`src/rtl/rxs_pkg.sv`:
```
package rxs_pkg;
    localparam int WORD_W = 32;

    typedef struct packed {
        logic        filt_fail;
        logic [13:0] length;
        logic        no_buf;
        logic        runt;
        logic        mcast;
        logic        too_long;
        logic        late_coll;
        logic        type_frame;
        logic        phy_err;
        logic        dribble;
        logic        crc_err;
        logic        bad_len;
    } rxs_flags_t;

    function automatic logic [WORD_W-1:0] pack_word(input rxs_flags_t f);
        logic [WORD_W-1:0] w;
        w         = '0;
        w[30]     = f.filt_fail;
        w[29:16]  = f.length;
        w[15]     = f.crc_err | f.late_coll | f.too_long | f.runt | f.no_buf;
        w[14]     = f.no_buf;
        w[11]     = f.runt;
        w[10]     = f.mcast;
        w[7]      = f.too_long;
        w[6]      = f.late_coll;
        w[5]      = f.type_frame;
        w[3]      = f.phy_err;
        w[2]      = f.dribble;
        w[1]      = f.crc_err;
        w[0]      = f.bad_len;
        return w;
    endfunction
endpackage

```
`src/rtl/rxs_count.sv`:
```
module rxs_count #(
    parameter int LEN_W    = 14,
    parameter int TYPE_OFS = 12
) (
    input  logic             clk,
    input  logic             rst,
    input  logic             clr,
    input  logic             take,
    input  logic [7:0]       byte_data,
    output logic [LEN_W-1:0] len_q,
    output logic [LEN_W-1:0] len_d,
    output logic             mcast_d,
    output logic [15:0]      ltype_d
);
    localparam logic [LEN_W-1:0] LEN_MAX = '1;

    logic       mcast_q;
    logic [7:0] lt_hi_q, lt_lo_q, lt_hi_d, lt_lo_d;

    always_comb begin
        len_d   = len_q;
        mcast_d = mcast_q;
        lt_hi_d = lt_hi_q;
        lt_lo_d = lt_lo_q;
        if (take) begin
            if (len_q != LEN_MAX) len_d = len_q + 1'b1;
            if (len_q == '0) mcast_d = byte_data[0];
            if (len_q == LEN_W'(TYPE_OFS)) lt_hi_d = byte_data;
            if (len_q == LEN_W'(TYPE_OFS + 1)) lt_lo_d = byte_data;
        end
        ltype_d = {lt_hi_d, lt_lo_d};
    end

    always_ff @(posedge clk) begin
        if (rst || clr) begin
            len_q   <= '0;
            mcast_q <= 1'b0;
            lt_hi_q <= '0;
            lt_lo_q <= '0;
        end else begin
            len_q   <= len_d;
            mcast_q <= mcast_d;
            lt_hi_q <= lt_hi_d;
            lt_lo_q <= lt_lo_d;
        end
    end


    len_sat_chk: assert property (@(posedge clk) disable iff (rst)
        (!clr && len_q == LEN_MAX) |=> (len_q == LEN_MAX || $past(clr) || $past(rst)));
endmodule

```
`src/rtl/rxs_events.sv`:
```
module rxs_events #(
    parameter int LEN_W   = 14,
    parameter int MIN_LEN = 64
) (
    input  logic             clk,
    input  logic             rst,
    input  logic             clr,
    input  logic             act,
    input  logic [LEN_W-1:0] len_q,
    input  logic             coll,
    input  logic             phy_err,
    input  logic             dribble,
    output logic             late_d,
    output logic             phy_d,
    output logic             drib_d
);
    logic late_q, phy_q, drib_q;

    always_comb begin
        late_d = late_q | (act & coll & (len_q > LEN_W'(MIN_LEN)));
        phy_d  = phy_q  | (act & phy_err);
        drib_d = drib_q | (act & dribble);
    end

    always_ff @(posedge clk) begin
        if (rst || clr) begin
            late_q <= 1'b0;
            phy_q  <= 1'b0;
            drib_q <= 1'b0;
        end else begin
            late_q <= late_d;
            phy_q  <= phy_d;
            drib_q <= drib_d;
        end
    end


    early_coll_chk: assert property (@(posedge clk) disable iff (rst)
        (!clr && !late_q && len_q <= LEN_W'(MIN_LEN)) |=> !late_q || $past(clr));
endmodule

```
`src/rtl/rxs_builder.sv`:
```
module rxs_builder
    import rxs_pkg::*;
#(
    parameter int LEN_W    = 14,
    parameter int MIN_LEN  = 64,
    parameter int MAX_LEN  = 1518,
    parameter int TYPE_THR = 1500,
    parameter int TYPE_OFS = 12
) (
    input  logic        clk,
    input  logic        rst,
    input  logic        sof,
    input  logic        eof,
    input  logic        byte_vld,
    input  logic [7:0]  byte_data,
    input  logic        phy_err,
    input  logic        coll,
    input  logic        dribble,
    input  logic        crc_ok,
    input  logic        addr_match,
    input  logic        no_buf,
    input  logic        rx_all,
    output logic [31:0] status,
    output logic        done
);
    localparam int HDR_LEN = TYPE_OFS + 2;

    logic             in_frame;
    logic             act, fin;
    logic [LEN_W-1:0] len_q, len_d;
    logic             mcast_d, late_d, phy_d, drib_d;
    logic [15:0]      ltype_d;
    rxs_flags_t       fl;

    assign act = in_frame && !sof;
    assign fin = act && eof;

    rxs_count #(.LEN_W(LEN_W), .TYPE_OFS(TYPE_OFS)) u_count (
        .clk(clk), .rst(rst), .clr(sof), .take(act && byte_vld),
        .byte_data(byte_data), .len_q(len_q), .len_d(len_d),
        .mcast_d(mcast_d), .ltype_d(ltype_d)
    );

    rxs_events #(.LEN_W(LEN_W), .MIN_LEN(MIN_LEN)) u_events (
        .clk(clk), .rst(rst), .clr(sof), .act(act), .len_q(len_q),
        .coll(coll), .phy_err(phy_err), .dribble(dribble),
        .late_d(late_d), .phy_d(phy_d), .drib_d(drib_d)
    );

    always_comb begin
        fl            = '0;
        fl.runt       = len_d < LEN_W'(MIN_LEN);
        fl.too_long   = len_d > LEN_W'(MAX_LEN);
        fl.bad_len    = fl.runt | fl.too_long;
        fl.no_buf     = no_buf;
        fl.length     = no_buf ? '0 : 14'(len_d);
        fl.late_coll  = late_d;
        fl.type_frame = (len_d >= LEN_W'(HDR_LEN)) && (ltype_d > 16'(TYPE_THR));
        fl.crc_err    = !crc_ok && !fl.runt;
        fl.filt_fail  = rx_all && !addr_match && !fl.runt;
        fl.mcast      = (len_d != '0) && mcast_d;
        fl.phy_err    = phy_d;
        fl.dribble    = drib_d;
    end

    always_ff @(posedge clk) begin
        if (rst) begin
            in_frame <= 1'b0;
            status   <= '0;
            done     <= 1'b0;
        end else begin
            done <= fin;
            if (sof) in_frame <= 1'b1;
            else if (eof) in_frame <= 1'b0;
            if (fin) status <= pack_word(fl);
        end
    end


    done_pulse_chk: assert property (@(posedge clk) disable iff (rst)
        done |=> !done);

    done_cause_chk: assert property (@(posedge clk) disable iff (rst)
        done |-> $past(eof) && !$past(sof));

    runt_crc_chk: assert property (@(posedge clk) disable iff (rst)
        done && status[11] |-> !status[1] && !status[30]);

    summary_chk: assert property (@(posedge clk) disable iff (rst)
        done && !status[1] && !status[6] && !status[7] && !status[11] && !status[14]
        |-> !status[15]);

    hold_chk: assert property (@(posedge clk) disable iff (rst)
        !done && !$past(rst) |-> $stable(status));
endmodule

```
`config.mk`:
```
export PLATFORM = sky130hd
export DESIGN_NAME = rxs_builder
export DESIGN_NICKNAME = d
export VERILOG_FILES = /design/src/rtl/rxs_pkg.sv /design/src/rtl/rxs_count.sv /design/src/rtl/rxs_events.sv /design/src/rtl/rxs_builder.sv
export SDC_FILE = /design/constraint.sdc
export NUM_CORES = 1
export LEC_CHECK = 0
export BUFFER_PORTS_ARGS = -buffer_cell sky130_fd_sc_hd__buf_4
export CAP_MARGIN = 10
export CORE_ASPECT_RATIO = 0.7
export CORE_MARGIN = 3
export CORE_UTILIZATION = 49
export CTS_BUF_LIST = sky130_fd_sc_hd__clkbuf_8
export DETAILED_ROUTE_END_ITERATION = 8
export PLACE_DENSITY_LB_ADDON = 0.05
export SETUP_SLACK_MARGIN = 0.4
export SYNTH_ARGS = -nofsm -noshare
export SYNTH_HDL_FRONTEND = slang
export SYNTH_SLANG_ARGS = --single-unit
```
`constraint.sdc`:
```
create_clock -name clk -period 3.33 [get_ports clk]
set_clock_uncertainty 0.1 [all_clocks]
set_input_delay 0.333 -clock clk [delete_from_list [all_inputs] [get_ports clk]]
set_output_delay 0.333 -clock clk [all_outputs]
set_load 0.05 [all_outputs]
```
==> out/metrics.yaml <==
global_routing:
  grt_overflow: 0
  grt_start_max_net_pins: 35
  grt_pass1_vias: 2310
  antenna_found_initial: 0
  grt_pass1_wl_um: 11800
  track_usage_pct: 21.9
yosys:
  async_reset_ff_share_pct: 0
  ys_warn_count: 0
  synth_seq_area_share_pct: 43.9
  synth_area_per_cell_um2: 8.20
  synth_area_um2: 2830
  yosysUniqueCellTypes: 51
  synthCells: 345
  synth_area_leaders: "dfxtp_1, a21oi_1, nor2_1"
  synth.top_cell.area_share_pct: 43.9
  ys_ff_latch: 62
  yosys.area.top_type: "dfxtp_1"
  synth_edf_count: 0
  synth_top_flop_cell: "dfxtp_1"
floorplan:
  start_util_pct: 52.5
  dieArea_um2: 6740
  coreArea_um2: 5400
  io_pins: 53
  rows: 22
  die_w_um: 96.8
  die_y_um: 69.6
pwr:
  switching_share_pct: 23.1
  p_per_area_nw_per_um2: 460
  leakage_nw: 1.30
  p_sw_mw: 0.366
  peakVddDrop_mv: 0.264
  internal_power_mw: 1.22
  p_seq_share_pct: 47.5
  combPwrFrac_pct: 6.4
  power_mw: 1.58
  clkPwrFrac_pct: 46.1
timing:
  setup-tns-final_ns: 0
  fin_crit_sh_pct: 82.5
  finalSetupViolations: 0
  maxSlewViolCount: 0
  hold_viol: 0
  timing.slew.headroom_pct: 55.4
  finalCriticalPeriod_ns: 2.75
  rsz0062_at_grt: "yes"
  tightest_slew_ns: 0.669
  max_freq_ghz: 0.364
  setup_slack_ns: 0.584
setup_path:
  rr_startpoint: "u_count.len_q[0]"
  r2r-end: "status[5]"
  crit_fanout: 7
  cp_data_arrival_time_ns: 2.87
  cp-start-kind: "flip-flop"
  path_class: "flip-flop to flip-flop"
  crit_required_ns: 3.45
  crit_end: "status[5]"
  startpoint: "u_count.len_q[0]"
  reg2regPathDepth: 9
  critPathCaptureType: "flip-flop"
  reg2reg_slack_ns: 0.58
layout:
  nets: 411
  diodes: 0
  stdcell_count: 465
  areaGrowthSynthToFinish_pct: 21.7
  n_fill_cell: 492
  drive_gt1_share_pct: 22.1
clock_network:
  cts-hold-fix-buffers: 0
  cts.sinks: 62
  clkTransAtPathRegs_ns: 0.07
  cts-htree-levels: 3
  clock-root-buffer: "clkbuf_8"
  numCtsBuffers: 9
  clk_latency_ns: 0.34
  cts_tree: "done"
  clock_path_buffers: 2
detailed_routing:
  drtAntennaViolNets: 0
  wl_per_cell_um: 15.6
  via_per_inst: 5.67
  drc: 0
  num_vias: 2635
  drtIter0Drc: 214
  drt-pass1-iter-count: 5
  wirelength_um: 7260
place:
  io_buffers: 46
  dp_cells: 445
  dp_hpwl_um: 5230
  routabilityCongestion: 0.857
  pre_cts_ws_ns: 0.466
status:
  status: "finished, final reports clean"
job:
  cap_violations: 0
hold_path:
  min_path_type: "input port to flip-flop"
[cells by family (layout without fill, tap and decap cells)]
logic type                 count (synthesis)  in the layout  synth area share (%)
AOI/OAI and AO/OA                         78             78                  16.9
xor gates and xnor gates                   6              6                  1.86
adders and majority gates                  3              3                  1.33
buffers and inverters                     32             75                  5.66
DFF                                       62             62                  43.9
muxes                                      5              5                  1.77
other                                      1              6                 0.132
and+or+nand+nor                          158            158                  28.5
[repair_timing]
action | CTS | global route
setup buffers | 0 | 4
setup endpoints to repair | 0 | 2
resized for setup | 0 | 4
[final cells by class]
class	count	area, um2	area share, %
tap	72	90.1	2.62
inverter	4	15.0	0.436
timing repair buffer	55	413	12.0
sequential	62	1240	36.0
multi-input combinational	256	1460	42.4
clock inverter	6	85.1	2.47
clock buffer	10	138	4.00
[worst min-delay path by stage]
| stage | startpoint | to | depth (start not counted) |
|---|---|---|---|
| CTS | sof | in_frame | 3 |
| global route | byte_data[6] | u_count.lt_lo_q[6] | 3 |
| finish | sof | in_frame | 3 |
| floorplan | u_count.lt_hi_q[7] | u_count.lt_hi_q[7] | 2 |
| detailed placement | u_count.lt_hi_q[4] | u_count.lt_hi_q[4] | 2 |
| global placement | u_count.lt_hi_q[4] | u_count.lt_hi_q[4] | 2 |
[cells in the mapped netlist, types with 3 or more instances]
cell type  instances
nand2_1           40
a31oi_1            4
or3_1              3
nor4_1             4
o31ai_1            4
and3_1             4
a22oi_1            6
mux2i_1            5
o21ai_0           10
nor2b_1            5
nor3_1            20
xnor2_1            5
nand4_1            6
and4_1             4
and4_4             4
clkbuf_1          16
nand3_1            4
a21oi_1           37
inv_1              4
nor2_1            48
buf_4             10
dfxtp_1           62
ha_1               3
[critical path: stages (launching register included)]
cell,delay (ns)
dfxtp_1,0.37
ha_1,0.26
and4_4,0.22
and4_4,0.21
nor4_1,0.31
xnor2_1,0.23
and3_1,0.27
nand4_2,0.24
o32ai_1,0.35
nor3_1,0.07
[power by group through the flow]
stage | logic, mW | registers [mW] | clock network, mW
floorplan | 0.0544 | 0.780 | 0
global placement | 0.0986 | 0.768 | 0
detailed placement | 0.0989 | 0.768 | 0
CTS | 0.0991 | 0.751 | 0.741
global route | 0.109 | 0.751 | 0.776
finish | 0.102 | 0.751 | 0.730
[metrics by stage]
step / hold WS, ns / util, % / cell area (um2)
final: 0.127 / 63.8 / 3440
after CTS: 0.110 / 63.0 / 3400
after global placement: 0.338 / 58.9 / 3180
after detailed placement: 0.340 / 58.9 / 3180
after floorplan: 0.326 / - / 2850
after global routing: 0.152 / 63.8 / 3440
[registers in the layout, indices dropped and copies added (netlist names)]
signal           cells
u_count.len_q       14
status              26
in_frame             1
u_events.late_q      1
done                 1
u_count.lt_hi_q      8
u_count.lt_lo_q      8
u_count.mcast_q      1
u_events.drib_q      1
u_events.phy_q       1
[cells in the final DEF (no fill, tap or decap), types with 5 or more instances in the layout]
cell type,netlist,routed
dfxtp_1,62,62
buf_4,10,55
nor2_1,48,46
nand2_1,40,40
a21oi_1,37,37
nor3_1,20,19
o21ai_0,10,10
clkbuf_8,0,10
nand4_1,6,6
a22oi_1,6,6
conb_1,1,6
xnor2_1,5,5
nor2b_1,5,5
[layer usage]
metal | up-vias | wire length, um | global-route usage, %
met1 | 1215 | 3620 | 33.0
met3 | 9 | 607 | 8.14
met5 | - | 0 | 0
li1 | 1306 | - | -
met4 | 0 | 76 | 4.67
met2 | 105 | 2960 | 29.3
Power figures use the tool's default switching activity.
